===== src/rtl/scl_casc_rect_pkg.sv =====
package scl_casc_rect_pkg;

    typedef enum logic [1:0] {
        RECT_PASS  = 2'b00,
        RECT_FULL  = 2'b01,
        RECT_HALF  = 2'b10,
        RECT_PASS2 = 2'b11
    } rect_mode_e;

endpackage


===== src/rtl/scl_shifter.sv =====
module scl_shifter #(
    parameter int ACC_W     = 22,
    parameter int DATA_W    = 22,
    parameter int MAX_SHIFT = 8,
    parameter int MAG_W     = $clog2(MAX_SHIFT + 1),
    parameter int SHF_W     = MAG_W + 1
) (
    input  logic [ACC_W-1:0]  acc,
    input  logic [SHF_W-1:0]  ctl,
    output logic [DATA_W-1:0] scaled,
    output logic              rnd
);
    localparam int EXT_W = ACC_W + MAX_SHIFT;

    logic [EXT_W-1:0]  ext;
    logic [DATA_W-1:0] r_cand [MAX_SHIFT+1];
    logic [DATA_W-1:0] l_cand [MAX_SHIFT+1];
    logic              rb_cand [MAX_SHIFT+1];
    logic [MAG_W-1:0]  mag;
    logic              left;

    assign ext  = {{MAX_SHIFT{acc[ACC_W-1]}}, acc};
    assign left = ctl[SHF_W-1];

    // magnitudes beyond the limit saturate at the limit
    always_comb begin
        if (ctl[MAG_W-1:0] > MAG_W'(MAX_SHIFT)) begin
            mag = MAG_W'(MAX_SHIFT);
        end else begin
            mag = ctl[MAG_W-1:0];
        end
    end

    for (genvar k = 0; k <= MAX_SHIFT; k++) begin : g_cand
        logic [EXT_W-1:0] rsh;
        logic [EXT_W-1:0] lsh;
        assign rsh = EXT_W'($signed(ext) >>> k);
        assign lsh = ext << k;
        assign r_cand[k] = rsh[DATA_W-1:0];
        assign l_cand[k] = lsh[DATA_W-1:0];
        if (k == 0) begin : g_nornd
            assign rb_cand[k] = 1'b0;
        end else begin : g_rnd
            assign rb_cand[k] = acc[k-1];
        end
    end

    always_comb begin
        scaled = '0;
        rnd    = 1'b0;
        for (int i = 0; i <= MAX_SHIFT; i++) begin
            if (mag == MAG_W'(i)) begin
                scaled = left ? l_cand[i] : r_cand[i];
                rnd    = left ? 1'b0 : rb_cand[i];
            end
        end
    end

endmodule


===== src/rtl/scl_adder.sv =====
module scl_adder #(
    parameter int DATA_W = 22
) (
    input  logic [DATA_W-1:0] scaled,
    input  logic              rnd,
    input  logic [DATA_W-1:0] cas,
    input  logic              zero_cas,
    output logic [DATA_W-1:0] sum,
    output logic              ovf_p,
    output logic              ovf_n
);
    localparam int MSB = DATA_W - 1;

    logic [DATA_W-1:0] op;

    assign op  = zero_cas ? '0 : cas;
    assign sum = scaled + op + {{(DATA_W-1){1'b0}}, rnd};

    // sign-pattern overflow: like-signed operands, sum of the other sign
    assign ovf_p = ~scaled[MSB] & ~op[MSB] &  sum[MSB];
    assign ovf_n =  scaled[MSB] &  op[MSB] & ~sum[MSB];

endmodule


===== src/rtl/scl_rectifier.sv =====
module scl_rectifier
    import scl_casc_rect_pkg::*;
#(
    parameter int DATA_W = 22
) (
    input  logic [DATA_W-1:0] din,
    input  logic [1:0]        mode,
    output logic [DATA_W-1:0] dout
);
    logic       neg;
    rect_mode_e m;

    assign neg = din[DATA_W-1];
    assign m   = rect_mode_e'(mode);

    always_comb begin
        case (m)
            RECT_FULL: dout = neg ? (~din + DATA_W'(1)) : din;
            RECT_HALF: dout = neg ? '0 : din;
            default:   dout = din;
        endcase
    end

endmodule


===== src/rtl/scl_casc_rect.sv =====
module scl_casc_rect #(
    parameter int ACC_W     = 22,
    parameter int DATA_W    = 22,
    parameter int MAX_SHIFT = 8,
    parameter int SHF_W     = $clog2(MAX_SHIFT + 1) + 1
) (
    input  logic              clk,
    input  logic              rst_n,
    input  logic [ACC_W-1:0]  acc_in,
    input  logic [DATA_W-1:0] cas_in,
    input  logic [SHF_W-1:0]  shift_ctl,
    input  logic              zero_cas,
    input  logic [1:0]        rect_mode,
    output logic [DATA_W-1:0] res_out,
    output logic              ovf_pos,
    output logic              ovf_neg
);
    typedef struct packed {
        logic [DATA_W-1:0] res;
        logic              op;
        logic              on;
    } out_t;

    logic [DATA_W-1:0] scaled;
    logic              rnd;
    logic [DATA_W-1:0] sum;
    logic              a_op, a_on;
    logic [DATA_W-1:0] rect;

    out_t out_d, out_q;

    scl_shifter #(
        .ACC_W(ACC_W), .DATA_W(DATA_W), .MAX_SHIFT(MAX_SHIFT),
        .MAG_W(SHF_W - 1), .SHF_W(SHF_W)
    ) u_shf (
        .acc(acc_in), .ctl(shift_ctl), .scaled(scaled), .rnd(rnd)
    );

    scl_adder #(.DATA_W(DATA_W)) u_add (
        .scaled(scaled), .rnd(rnd), .cas(cas_in), .zero_cas(zero_cas),
        .sum(sum), .ovf_p(a_op), .ovf_n(a_on)
    );

    scl_rectifier #(.DATA_W(DATA_W)) u_rect (
        .din(sum), .mode(rect_mode), .dout(rect)
    );

    always_comb begin
        out_d     = out_q;
        out_d.res = rect;
        out_d.op  = a_op;
        out_d.on  = a_on;
    end

    always_ff @(posedge clk) begin
        if (!rst_n) begin
            out_q <= '0;
        end else begin
            out_q <= out_d;
        end
    end

    assign res_out = out_q.res;
    assign ovf_pos = out_q.op;
    assign ovf_neg = out_q.on;

endmodule


===== config.mk =====
export PLATFORM = sky130hd
export DESIGN_NAME = scl_casc_rect
export DESIGN_NICKNAME = d
export VERILOG_FILES = /design/src/rtl/scl_casc_rect_pkg.sv /design/src/rtl/scl_shifter.sv /design/src/rtl/scl_adder.sv /design/src/rtl/scl_rectifier.sv /design/src/rtl/scl_casc_rect.sv
export SDC_FILE = /design/constraint.sdc
export NUM_CORES = 1
export LEC_CHECK = 0
export ABC_CLOCK_PERIOD_IN_PS = 9000
export BUFFER_PORTS_ARGS = -buffer_cell sky130_fd_sc_hd__buf_2
export CELL_PAD_IN_SITES_DETAIL_PLACEMENT = 0
export CELL_PAD_IN_SITES_GLOBAL_PLACEMENT = 2
export CORE_MARGIN = 4
export CORE_UTILIZATION = 35
export DETAILED_ROUTE_END_ITERATION = 10
export PLACE_DENSITY = 0.95
export SETUP_SLACK_MARGIN = 0.2
export SLEW_MARGIN = 20
export SYNTH_ARGS = -nofsm -noshare
export SYNTH_HDL_FRONTEND = slang
export SYNTH_SLANG_ARGS = --single-unit

===== constraint.sdc =====
create_clock -name clk -period 9 [get_ports clk]
set_clock_uncertainty 0.05 [all_clocks]
set_input_delay 0.45 -clock clk [delete_from_list [all_inputs] [get_ports clk]]
set_output_delay 0.45 -clock clk [all_outputs]
set_load 0.1 [all_outputs]

After elaboration in Yosys (flattened, before gate mapping) --
Index checks and enable logic that the tools add are counted.
Storage, ports and cells: register bits 24, word-level logic and storage cells 64, bits of input ports 54
Cells by class: $lt $le $gt $ge 1, add/subtract/negate cells 3, multiplexer cells 38, equal/unequal tests 10, bitwise gates (word level) 8, reduce and logical (&&, ||, !) cells 1
Operators with widths (count):
- $mux 22 | 19
- $pmux 22 s2 | 1
- $add 22x1->22 | 1
- $add 22x1->22 const B | 1
- $add 22x22->22 | 1
- $not 22->22 | 1
- $mux 21 | 1
- $eq 4x3->1 const B | 4
- $mux 1 | 16
- $eq 4x2->1 const B | 2
- $and 1x1->1 | 4
- $eq 4x1->1 const B | 1
- $eq 4x4->1 const B | 1
- $gt 4x4->1 const B | 1
- $logic_not 4->1 | 1
- $mux 4 | 1
- $not 1->1 | 3
- $eq 2x1->1 const B | 1
- $eq 2x2->1 const B | 1

Logic depth before layout (Yosys ltp) --
Gate-level depths: netlist (run 1).
word-level depth 18, depth in mapped cells 23

Hierarchy --
Synthesis (run 1) repeated with hierarchy kept, for this count alone.
Unflattened totals: cell total of the unflattened synthesis 800, area, all modules 5436.5 µm²
By module, submodules not included:
- scl_shifter | seq. area each 0.0 µm², area an instance 2399.8 µm², cells each 412, times used 1
- scl_adder | seq. area each 0.0 µm², area an instance 1466.4 µm², cells each 206, times used 1
- scl_rectifier | seq. area each 0.0 µm², area an instance 894.6 µm², cells each 132, times used 1
- scl_casc_rect | seq. area each 480.5 µm², area an instance 675.6 µm², cells each 50, times used 1

Worst setup path after synthesis (run 1) --
No wires, ideal clock.
path type input-to-reg, start point input shift_ctl[4], end point register out_q (netlist bit res_out[15]), data arrival time 4.415 ns, setup slack 4.465 ns, library setup time 0.070 ns, stages 18, path through clkbuf_1 -> clkbuf_1 -> clkbuf_1 -> buf_1 -> buf_1 -> o21ai_0 -> fa_1 -> inv_1 -> fa_1 -> nand2b_1 -> a21boi_0 -> or3_1 -> a211o_1 -> nor4_4 -> nand2_1 -> o31ai_1 -> a22o_1 -> o2bb2ai_1
Between the ends: longest elaborated chain between the ends 15, elaborated cells between the ends (all ways) 39, those cells by class add/sub (3); mux (35); bitwise (1)
RTL lines:
- from (decl) | RTL line scl_casc_rect.sv:11 | input logic [SHF_W-1:0] shift_ctl,
- $mux 22 | RTL line scl_shifter.sv:53 | scaled = left ? l_cand[i] : r_cand[i];
- $mux 22 (8 in a row) | RTL line scl_shifter.sv:52 | if (mag == MAG_W'(i)) begin
- $add 22x22->22 | RTL line scl_adder.sv:17 | assign sum = scaled + op + {{(DATA_W-1){1'b0}}, rnd};
- $add 22x1->22 * | RTL line scl_adder.sv:17
- $not 22->22 | RTL line scl_rectifier.sv:18 | RECT_FULL: dout = neg ? (~din + DATA_W'(1)) : din;
- $add 22x1->22 | RTL line scl_rectifier.sv:18
- $mux 22 | RTL line scl_rectifier.sv:18
- $pmux 22 s2 * | RTL line scl_rectifier.sv:17 | case (m)
- to (signal assigned) | RTL line scl_casc_rect.sv:59 | out_q <= out_d;
- to (decl) | RTL line scl_casc_rect.sv:30 | out_t out_d, out_q;
Every way passes the cells marked *; elsewhere a longest branch is shown, timed or not. A chain may end at the register's enable or synchronous reset.

Worst setup path after layout (run 1) --
start point input shift_ctl[0], end point register out_q (netlist bit res_out[6])
Between the ends: longest elaborated chain between the ends 18, elaborated cells between the ends (all ways) 35, those cells by class add/sub (3); order compare (1); eq/ne (8); mux (21); bitwise (1); reduce/logical (1)
RTL lines:
- $gt 4x4->1 | RTL line scl_shifter.sv:27 | if (ctl[MAG_W-1:0] > MAG_W'(MAX_SHIFT)) begin
- $mux 4 * | RTL line scl_shifter.sv:27
- $logic_not 4->1 | RTL line scl_shifter.sv:52
- $mux 22 (9 in a row) | RTL line scl_shifter.sv:52
- $add 22x22->22 | RTL line scl_adder.sv:17
- $add 22x1->22 * | RTL line scl_adder.sv:17
- $not 22->22 | RTL line scl_rectifier.sv:18
- $add 22x1->22 | RTL line scl_rectifier.sv:18
- $mux 22 | RTL line scl_rectifier.sv:18
- $pmux 22 s2 * | RTL line scl_rectifier.sv:17
Marked as above.

==> results, run 1 <==
- The count of unique library cells instantiated by Yosys is 73.
- The buffer cell driving the clock tree root is sky130_fd_sc_hd__clkbuf_16.
- In this run the number of H-tree levels came out at 1.
- met2 is the most crowded layer.
- The number of buffers inserted during clock tree synthesis is 3.
- The final clock period utilization by the worst path is around two thirds.
- The die outline height is between 100 and 150 µm.
- Max-cap violations in this run came to 0.
- Setup repair after global routing left no endpoint under its margin.
- The final layout contains approximately 890 nets.
- 0 antenna diodes ended up in the layout.
- The flow ran to the end, and the final reports show no timing, DRC or antenna violations.
- Yosys printed 0 warnings.
- The static leakage power is 2.32 nW.
- The floorplan step defined a core boundary enclosing 0.0141 mm².
- The number of antenna violations at the first check in global routing was 0.
- The starting DRC count in detailed routing is approximately 870.
- Entering global routing, the biggest net connects 64 pins.
- The congestion estimate from routability-driven global placement came to 0.949.
- The post-synthesis area per instance is 6.55 µm².
- Summing every instance area after synthesis gives 0.00512 mm².
- After technology mapping, the gate count stands at 782.
- The CTS tree is yes.
- The fraction of synthesized area in multiplexers is between 3 and 4%.
- The first global-routing pass estimated 30,800 µm of wire.
- The met2 usage is 37.0%.
- The remaining routing DRC violations is 0.
- The slowest stage cell on the critical path is sky130_fd_sc_hd__nor2_1.
- In the global route stage, met1 resource usage came out at 30.4%.
- Once placement finished, the instance area stood at ~0.0055 mm².
- The endpoint class of the critical path is a register.
- The type of the worst min-delay path is in2reg.
- The number of pins with negative max-slew slack in the final report is 0.
- The I/O pin total is 78.
- In the final timing run, aggregate negative setup slack is 0 ns.
- The count of input and output buffers is 77.
- The post-route netlist has 13.7% of its cells at a drive strength greater than 1.
- The number of endpoints failing setup at the final stage is 0.
- The layout has 1,580 filler cells.
- For this run, the slowest stage of the critical path takes 0.77 ns.
- The total count of hold-check failures in the final report is 0.
- Counting along the longest clock path gives a buffer depth of 2.
- The number of flops mapped to enable cells by yosys is 0.
- The number of nets produced by synthesis is 863.
- Dividing the detail-routed wire length by the instance count gives roughly 20 µm.
- Data arrives at the worst endpoint at 6.31 ns.
- Data on the critical path is required at its endpoint by between 9 and 10 ns.
- The met3 usage in global routing is 3.45%.
- The area growth from synthesis to layout is 9.50%.
- The family with the most delay on the worst path is compound AO/OA/AOI/OAI gates.
- The setup path with the least slack is of type in2reg.
- The worst-case IR drop observed on VDD is 96.7 µV.
- The minimum period implied by the final worst setup slack is 6.17 ns.
- In this run the worst path has a maximum fanout of 29.
- After synthesis the netlist holds a flip-flop and latch count of 24.
- The antenna violation net count after detailed routing is 0.
- For the pin with the worst max-slew slack, the measured transition is roughly 0.9 ns.
- The initial cell density of the core is ~36%.
- Global routing used a little under a quarter of the available tracks across all layers.
- The synthesized-area fraction occupied by adder cells is 6.89%.
- The combinational family with the most area after synthesis is compound AO/OA/AOI/OAI gates.
- The post-detailed-placement half-perimeter wirelength is about 15,000 µm.
- After clock tree synthesis, the setup repair step added 0 buffers.
- The async set-or-reset flop fraction in the synthesized netlist is 0%.
- The worst slew margin relative to its limit is 38.5%.
- The worst setup path is launched from a primary input.
- The share of the synthesized area in compound gates (AO/OA/AOI/OAI) is 39.7%.
- The clock-pin slew on the worst setup and hold paths is 0.06 ns.
- After detailed routing, the number of vias per cell comes to 6.37.
- The full die area is approximately 0.017 mm².
- The post-cts resize count is 0.
- After routing the design area is 0.00561 mm².
- The via count of the first global-routing pass was 5,748.
- The post-synthesis sequential area ratio is 9.38%.
- The signal on the critical path passes through buf_2 -> inv_1 -> or3_1 -> nor2_1 -> a221oi_1 -> a31oi_1 -> nor3_1 -> a31oi_1 -> o21ai_0 -> nand2_1 -> ha_1 -> a21oi_1 -> o21ai_1 -> o21ai_0 -> o21a_2 -> o21ai_4 -> xor2_1 -> o21ai_0 -> or3_1 -> a31oi_1.
- The total congestion overflow is 0.
- The top flip-flop cell by instance count after synthesis is sky130_fd_sc_hd__dfxtp_1.
- In this run the horizontal extent of the chip is 129 µm.
- Together, buffers and inverters on the worst path number 2.
- For this design the ratio of total power to cell area is 146 mW/mm².
- The number of buffers inserted for hold repair after clock tree synthesis is 0.
- The cell row count is 43.
- The achievable clock frequency is 162 MHz.
- The share of synthesized cell area in and, or, nand and nor gates is 30.7%.
- The total vias in the final route is 6,315.
- The xor and xnor fraction of the mapped netlist area is 4.40%.
- Summed over all layers, the routed wires come to 19,500 µm.
- The final cell utilization of the core is 39.8%.
- The number of sinks handled by clock tree synthesis is 24.
- The iteration count of the initial detailed-routing pass is 8.
-- power by group --
part | internal, W | switching (W)
Sequential | 0.000126 | 0.00000409
Clock | 0.0000679 | 0.0000369
Combinational | 0.000160 | 0.000422
Total | 0.000355 | 0.000463
-- worst min-delay path, cell delays in order --
cell and delay [ns]:
sky130_fd_sc_hd__buf_2 0.19, sky130_fd_sc_hd__nand2_1 0.08, sky130_fd_sc_hd__o21ai_0 0.06
-- registers in the layout, summed over array words and instances, names as in the netlist --
signal,cells
res_out,22
ovf_neg,1
ovf_pos,1
-- final timing paths --
path,slack [ns],cells past startpoint,endpoint,start
worst min-delay path,0.53,3,res_out[7]$_SDFF_PN0_,rst_n
worst max-delay path,2.83,20,res_out[6]$_SDFF_PN0_,shift_ctl[0]
-- cells by family (layout without fill, tap and decap cells) --
group	Yosys count	in the layout
mux	15	15
flops	24	24
compound gates	302	302
fa+ha+maj	27	27
xor+xnor	24	24
buf+inv	73	102
simple gates	317	317
-- Yosys cell counts, types with 17 or more instances --
| master | count | area, µm² |
|---|---|---|
| sky130_fd_sc_hd__a31oi_1 | 27 | 169 |
| sky130_fd_sc_hd__a221oi_1 | 19 | 166 |
| sky130_fd_sc_hd__dfxtp_1 | 24 | 480 |
| sky130_fd_sc_hd__nand2b_1 | 25 | 156 |
| sky130_fd_sc_hd__nand3_1 | 31 | 155 |
| sky130_fd_sc_hd__ha_1 | 25 | 313 |
| sky130_fd_sc_hd__nor3_1 | 19 | 95.1 |
| sky130_fd_sc_hd__inv_1 | 17 | 63.8 |
| sky130_fd_sc_hd__clkbuf_1 | 38 | 143 |
| sky130_fd_sc_hd__a21oi_1 | 99 | 495 |
| sky130_fd_sc_hd__nor2_1 | 43 | 161 |
| sky130_fd_sc_hd__nand2_1 | 118 | 443 |
| sky130_fd_sc_hd__o21ai_0 | 37 | 185 |
| sky130_fd_sc_hd__nor2b_1 | 25 | 156 |
-- routing by layer --
layer / vias up / routed length [µm] / share of wire, %
met4: 0 / 702 / 3.6
met3: 64 / 1670 / 8.6
li1: 3005 / - / -
met5: - / 0 / 0
met2: 337 / 8940 / 46
met1: 2909 / 8180 / 42
-- cell usage in the layout (no fill, tap or decap), drive strengths merged, types with 19 or more instances in the layout --
cell,n
a221oi,19
nor3,23
a31oi,27
buf,81
ha,25
nor2,43
a21oi,101
o21ai,45
nand2b,25
dfxtp,24
nor2b,25
nand2,118
nand3,31
-- area by class of cell --
type	count	area, µm²	area share [%]
Clock buffer	4	88.8	1.58
Inverter	17	63.8	1.14
Tap cell	180	225	4.02
Timing Repair Buffer	81	415	7.41
Sequential cell	24	480	8.57
Multi-Input combinational cell	685	4330	77.3
-- through the flow --
stage / power [W] / setup slack (ns) / hold WS, ns / instances
5_1_grt: 0.000870 / 2.22 / 0.568 / 991
2_1_floorplan: 0.000593 / 4.46 / 0.583 / 782
6_report: 0.000818 / 2.83 / 0.527 / 991
3_3_place_gp: 0.000711 / 2.89 / 0.801 / 987
3_5_place_dp: 0.000709 / 2.71 / 0.797 / 987
4_1_cts: 0.000814 / 2.96 / 0.528 / 991
Note: power is estimated with default switching activity, not from simulation.
==> run 2: changes to the inputs <==
--- a/config.mk
+++ b/config.mk
@@ -5,14 +5,14 @@
 export SDC_FILE = /design/constraint.sdc
 export NUM_CORES = 1
 export LEC_CHECK = 0
-export ABC_CLOCK_PERIOD_IN_PS = 9000
+export ABC_CLOCK_PERIOD_IN_PS = 5800
 export BUFFER_PORTS_ARGS = -buffer_cell sky130_fd_sc_hd__buf_2
 export CELL_PAD_IN_SITES_DETAIL_PLACEMENT = 0
 export CELL_PAD_IN_SITES_GLOBAL_PLACEMENT = 2
 export CORE_MARGIN = 4
-export CORE_UTILIZATION = 35
+export CORE_UTILIZATION = 32
 export DETAILED_ROUTE_END_ITERATION = 10
-export PLACE_DENSITY = 0.95
+export PLACE_DENSITY = 0.89
 export SETUP_SLACK_MARGIN = 0.2
 export SLEW_MARGIN = 20
 export SYNTH_ARGS = -nofsm -noshare
==> constraint.sdc (replaced) <==
create_clock -name clk -period 5.8 [get_ports clk]
set_clock_uncertainty 0.05 [all_clocks]
set_input_delay 0.29 -clock clk [delete_from_list [all_inputs] [get_ports clk]]
set_output_delay 0.29 -clock clk [all_outputs]
set_load 0.1 [all_outputs]
==> results, run 2 (synthesis gave the netlist of run 1 again) <==
- After detailed routing, the average wire length per cell comes to 18.9 µm.
- The congestion estimate from routability-driven global placement came to around 0.95.
- The count of input and output buffers is 77.
- The count of nets left with antenna violations once routing finished came out at 0.
- The flow ran to the end, and the final reports show no timing, DRC or antenna violations.
- The least setup slack across all paths after layout is 0.731 ns.
- Before antenna repair, the detailed router went through 5 iterations.
- Clock-pin slew was measured on the worst setup and hold paths at 0.06 ns.
- The setup slack at placement is between 0.5 and 0.6 ns.
- From synthesis to final layout, the design area changed by 13.1%.
- Summed over all nets, the half-perimeter wirelength after detailed placement is about 15,000 µm.
- The routed design has 19,700 µm of wire.
- The overall track demand over capacity in global routing is a little over a fifth.
- The switching share of total power is 56.5%.
- The final cell utilization of the core is 37.5%.
- The antenna diode count is 0.
- In this run the vertical extent of the chip is around 130 µm.
- The commonest non-fill, non-tap cell in the layout is sky130_fd_sc_hd__nand2_1.
- The buffer cell driving the clock tree root is sky130_fd_sc_hd__clkbuf_16.
- Counting every sink on the clock net gives 24.
- The floorplan step defined a core boundary enclosing 0.0154 mm².
- Post-CTS repair changed the size of 0 cells.
- The combinational power share is 73.0%.
- The remaining routing DRC violations is 0.
- The CTS tree is yes.
- The worst path in the final design needs a cycle of 5.07 ns, including I/O delays and setup.
- The buffer levels on the longest clock path is 2.
- For this design the total switching power over the nets is 0.000718 W.
- The wire length of the first global-routing pass is ~31,000 µm.
- The first routing iteration left 692 violations.
- The initial cell density of the core is 33.2%.
- The hold slack is 0.369 ns.
- The areal power density over the cells is 219 mW/mm².
- The final-stage net count is 914.
- The number of pins with negative max-slew slack in the final report is 0.
- The full die area is 0.0181 mm².
- The total congestion overflow is 0.
- The achievable clock frequency is just under 200 MHz.
- For this design the static power due to leakage is 2.41 nW.
- The final clock period utilization by the worst path is 87.4%.
- The cell row count is 45.
- Setup repair after global routing left no endpoint under its margin.
- The total count of hold-check failures in the final report is 0.
- Pin placement for this block handled just under 80 I/O pins.
- The endpoint required time on the critical path is 5.90 ns.
- Setup violations remaining at the end of the flow were counted as 0.
- The clock network fraction of design power is 11.1%.
- In the final timing run, aggregate negative setup slack is 0 ns.
- The cell internal power dissipation is 0.000552 W.
- The worst setup path is captured at a register.
- The via count of the first global-routing pass came to 5,844.
- Buffers inserted to repair hold after CTS numbered 0.
- Once placement finished, the instance area stood at roughly 0.0057 mm².
- The maximum net fanout on the critical path is 29.
- The routed layout has about 6,300 vias.
- After detailed routing, the number of vias per cell comes to 6.09.
- The number of buffers inserted during clock tree synthesis is 3.
- The register with the most flip-flops in the layout has 22 of them.
- The finished cells cover 0.00579 mm².
- After filler insertion, the fill cell instance count of the layout stands at 1,745.
- The class of the most critical setup path is in2reg.
- At the pin with the least slew margin, the transition time is a little over 0.9 ns.
- The library cells used most frequently in the layout, excluding fill and tap cells, are sky130_fd_sc_hd__nand2_1 (118), sky130_fd_sc_hd__a21oi_1 (99), sky130_fd_sc_hd__buf_2 (77).
- The number of maximum-capacitance constraint violations is 0.
- The number of levels the H-tree was split into is 1.
- The type of the worst min-delay path is in2reg.
- Of the total power, registers draw 15.9%.
- The setup fix buffers added after clock tree synthesis is 0.
- Measured against its own limit, the worst slew margin works out to between 30% and 40%.
- The die width is 135 µm.
- The number of antenna violations at the first check in global routing is 0.
- The arrival time of the worst setup path is 5.17 ns.
- The pin count of the biggest net entering global routing is 45.
- The proportion of layout cells with a drive suffix above 1 is approximately 16%.
- The largest voltage drop on the vdd net is 153 µV.
- The type of element launching the critical path is a primary input.
run 2: power groups by stage:
stage / logic [W] / registers (W) / clock network, W
6_report: 0.000928 / 0.000202 / 0.000141
3_3_place_gp: 0.000916 / 0.000206 / 0
2_1_floorplan: 0.000488 / 0.000433 / 0
4_1_cts: 0.000917 / 0.000202 / 0.000146
3_5_place_dp: 0.000915 / 0.000205 / 0
5_1_grt: 0.00100 / 0.000205 / 0.000155
run 2: final timing paths:
check,cells after the start,endpoint,slack [ns],start
setup / recovery,20,res_out[18]$_SDFF_PN0_,0.73,shift_ctl[0]
hold / removal,3,res_out[7]$_SDFF_PN0_,0.37,rst_n
run 2: layout make-up:
type                    instances  area (µm²)  area share (%)
inverters                      17        63.8            1.10
flip-flops and latches         24         480            8.30
multi-input cells             685        4330            74.8
clock buffers                   3        75.1            1.30
well taps                     211         264            4.56
repair buffers                102         573            9.90
run 2: critical path, cell delays in order:
cell and delay [ns]:
sky130_fd_sc_hd__buf_2 0.47, sky130_fd_sc_hd__inv_1 0.11, sky130_fd_sc_hd__or3_1 0.42, sky130_fd_sc_hd__nor2_1 0.39, sky130_fd_sc_hd__and3_1 0.21, sky130_fd_sc_hd__o21ai_0 0.12, sky130_fd_sc_hd__a22oi_1 0.18, sky130_fd_sc_hd__nor2_1 0.06
sky130_fd_sc_hd__a211oi_1 0.25, sky130_fd_sc_hd__a21oi_1 0.08, sky130_fd_sc_hd__ha_1 0.35, sky130_fd_sc_hd__a21oi_1 0.32, sky130_fd_sc_hd__o21ai_4 0.15, sky130_fd_sc_hd__a211oi_2 0.32, sky130_fd_sc_hd__o2111a_1 0.23, sky130_fd_sc_hd__a21oi_1 0.06
sky130_fd_sc_hd__a211o_1 0.47, sky130_fd_sc_hd__nor3_2 0.33, sky130_fd_sc_hd__a2111oi_0 0.16, sky130_fd_sc_hd__a21o_1 0.19
run 2: per-layer routing:
layer  share of wire [%]  up-vias  GRT usage [%]
met3                 6.6       38          0.931
met4                 2.2        0           5.60
li1                    -     3043              -
met5                   0        -              0
met1                  45     2961           29.0
met2                  46      302           35.5
run 2: metrics by stage:
step / total power, W / instances
floorplan: 0.000921 / 782
global placement: 0.00112 / 1039
detailed placement: 0.00112 / 1039
CTS: 0.00127 / 1042
global route: 0.00136 / 1042
finish: 0.00127 / 1042
==> run 3: changes to the inputs <==
--- a/config.mk
+++ b/config.mk
@@ -7,12 +7,11 @@
 export LEC_CHECK = 0
 export ABC_CLOCK_PERIOD_IN_PS = 5800
 export BUFFER_PORTS_ARGS = -buffer_cell sky130_fd_sc_hd__buf_2
-export CELL_PAD_IN_SITES_DETAIL_PLACEMENT = 0
-export CELL_PAD_IN_SITES_GLOBAL_PLACEMENT = 2
 export CORE_MARGIN = 4
-export CORE_UTILIZATION = 32
+export CORE_UTILIZATION = 45
 export DETAILED_ROUTE_END_ITERATION = 10
-export PLACE_DENSITY = 0.89
+export PLACE_DENSITY = 0.73
+export REMOVE_ABC_BUFFERS = 1
 export SETUP_SLACK_MARGIN = 0.2
 export SLEW_MARGIN = 20
 export SYNTH_ARGS = -nofsm -noshare
==> results, run 3 (synthesis gave the netlist of run 1 again) <==
- The run finished with clean final reports.
- The total length of routed wires is approximately 18,000 µm.
- The buffer levels on the longest clock path is 2.
- The post-detailed-route via-to-cell ratio is 6.70.
- 0 antenna diodes ended up in the layout.
- The endpoint class of the critical path is a register.
- The CTS tree is yes.
- The clock-pin slew on the worst setup and hold paths is about 0.05 ns.
- After detailed placement, the design holds a cell count of approximately 960.
- The first global-routing pass estimated around 28,000 µm of wire.
- The final clock period utilization by the worst path is 85.6%.
- STA classifies the critical path startpoint as a primary input.
- The I/O pin total is just under 80.
- The die width is 115 µm.
- In the final timing run, aggregate negative setup slack is 0 ns.
- The instance count along the most critical hold path is 3.
- Data on the critical path is required at its endpoint by 5.92 ns.
- Once the floorplan was initialized, standard cells occupied 46.6% of the core.
- The number of clock buffers added by TritonCTS is 3.
- After clock tree synthesis, the flow added hold-fix buffers numbering 0.
- The type of the worst min-delay path is in2reg.
- The die is roughly 110 µm tall.
- The die covers between 0.01 and 0.015 mm².
- The arrival time of the worst setup path is between 5 and 6 ns.
- Registers take 480 µm².
- Traced cell by cell, the critical path runs through buf_2 -> or3_1 -> nor2_1 -> a32oi_1 -> o31ai_1 -> a32oi_1 -> nor3_1 -> a31oi_1 -> ha_1 -> nand2_1 -> o21ai_1 -> o21ai_0 -> o21a_2 -> o21ai_4 -> xor2_1 -> o21ai_0 -> or3_1 -> a31oi_1.
- At the end of routability-driven placement, the weighted congestion stood at 0.992.
- The largest voltage drop on the vdd net is ~270 µV.
- The commonest non-fill, non-tap cell in the layout is sky130_fd_sc_hd__nand2_1.
- The clock period could shrink to roughly 5 ns.
- For the pin with the worst max-slew slack, the measured transition is 0.871 ns.
- The count of fill cells added during filler insertion is 1,125.
- By startpoint and endpoint, the worst setup path is classified as in2reg.
- The first TritonRoute pass finished after 7 iterations.
- The achievable clock frequency is 201 MHz.
- The total vias in the final route is between 6,000 and 7,000.
- The floorplan has 38 rows.
- The worst slew margin relative to its limit is 41.7%.
- The pin count of the biggest net entering global routing is between 50 and 60.
- Setup repair after global routing left no endpoint under its margin.
- The post-detailed-placement half-perimeter wirelength is roughly 13,000 µm.
- The relative area change from synthesis to final layout is 9.72%.
- Once detail routing completed, the nets flagged for antenna violations numbered 0.
- The largest single stage delay on the critical path is 0.59 ns.
- The via count of the first global-routing pass is ~5,900.
- The number of flip-flops in the largest register is 22.
- The maximum net fanout on the critical path is 12.
- Setup violations remaining at the end of the flow were counted as 0.
- The tree is rooted in a sky130_fd_sc_hd__clkbuf_16.
- Buffers added to address setup during post-CTS repair amount to 0.
- Summing all multi-input logic gate instances after layout gives 0.00433 mm².
- The count of cell instances traversed by the critical path is 18.
- The proportion of layout cells with a drive suffix above 1 is roughly 15%.
- The largest individual stage delay along the critical path comes from the cell sky130_fd_sc_hd__nor2_1.
- In the global route stage, overall resource usage came out at 25.8%.
- After detailed routing, the average wire length per cell comes to 18.4 µm.
- Summed over all cells, the static leakage comes to 2.36 nW.
- The number of antenna violations at the first check in global routing is 0.
- The number of buffers and inverters on the critical path is 1.
- In this run the number of H-tree levels came out at 1.
- The total overflow left after global routing is 0.
- The areal power density over the cells is 221 mW/mm².
- Counting every sink on the clock net gives 24.
- After clock tree synthesis, the repair step resized 0 gates.
- The number of pins with negative max-slew slack in the final report came to 0.
- The total count of hold-check failures in the final report was 0.
- The non-filler instance count after layout is 960.
- The count of input and output buffers is 77.
- The number of maximum-capacitance constraint violations is 0.
- In the layout the commonest cells are sky130_fd_sc_hd__nand2_1 (118), sky130_fd_sc_hd__a21oi_1 (99), sky130_fd_sc_hd__buf_2 (77).
- The core region is 0.0110 mm².
- The final-stage net count is 903.
- The family with the most delay on the worst path is compound AO/OA/AOI/OAI gates.
- The remaining routing DRC violations is 0.
- The starting DRC count in detailed routing is around 770.
==> run 3: routing by layer <==
| layer | vias up | share of wire, % | track usage [%] |
|---|---|---|---|
| met5 | - | 0 | 0 |
| met4 | 0 | 4.7 | 13.5 |
| met3 | 79 | 11 | 3.07 |
| met2 | 459 | 45 | 42.5 |
| met1 | 2870 | 40 | 32.9 |
| li1 | 3022 | - | - |
==> run 3: path summary, 6_finish.rpt <==
kind                                end  slack [ns]         start
hold / removal    res_out[7]$_SDFF_PN0_        0.37         rst_n
setup / recovery  res_out[6]$_SDFF_PN0_        0.83  shift_ctl[3]
==> run 3: final cells by class <==
class	count	share of cell area, %
Clock buffer	3	1.34
Inverter	17	1.14
Multi-Input combinational cell	685	77.1
Sequential cell	24	8.55
Tap cell	140	3.12
Timing Repair Buffer	91	8.73
==> run 3: power by group <==
group	total (W)	switching (W)	internal [W]
logic	0.000900	0.000645	0.000256
registers	0.000202	0.00000602	0.000196
clock network	0.000142	0.0000508	0.0000910
==> run 3: through the flow <==
| step | hold slack, ns | util (%) | power (W) | cell area [µm²] | worst slack (ns) |
|---|---|---|---|---|---|
| after global routing | 0.374 | 51.2 | 0.00133 | 5620 | 0.426 |
| after global placement | 0.613 | 50.5 | 0.00108 | 5540 | 0.781 |
| after detailed placement | 0.618 | 50.5 | 0.00109 | 5540 | 0.706 |
| after floorplan | 0.373 | - | 0.000888 | 4880 | 1.08 |
| after CTS | 0.354 | 51.2 | 0.00123 | 5620 | 0.941 |
| final | 0.366 | 51.2 | 0.00124 | 5620 | 0.835 |
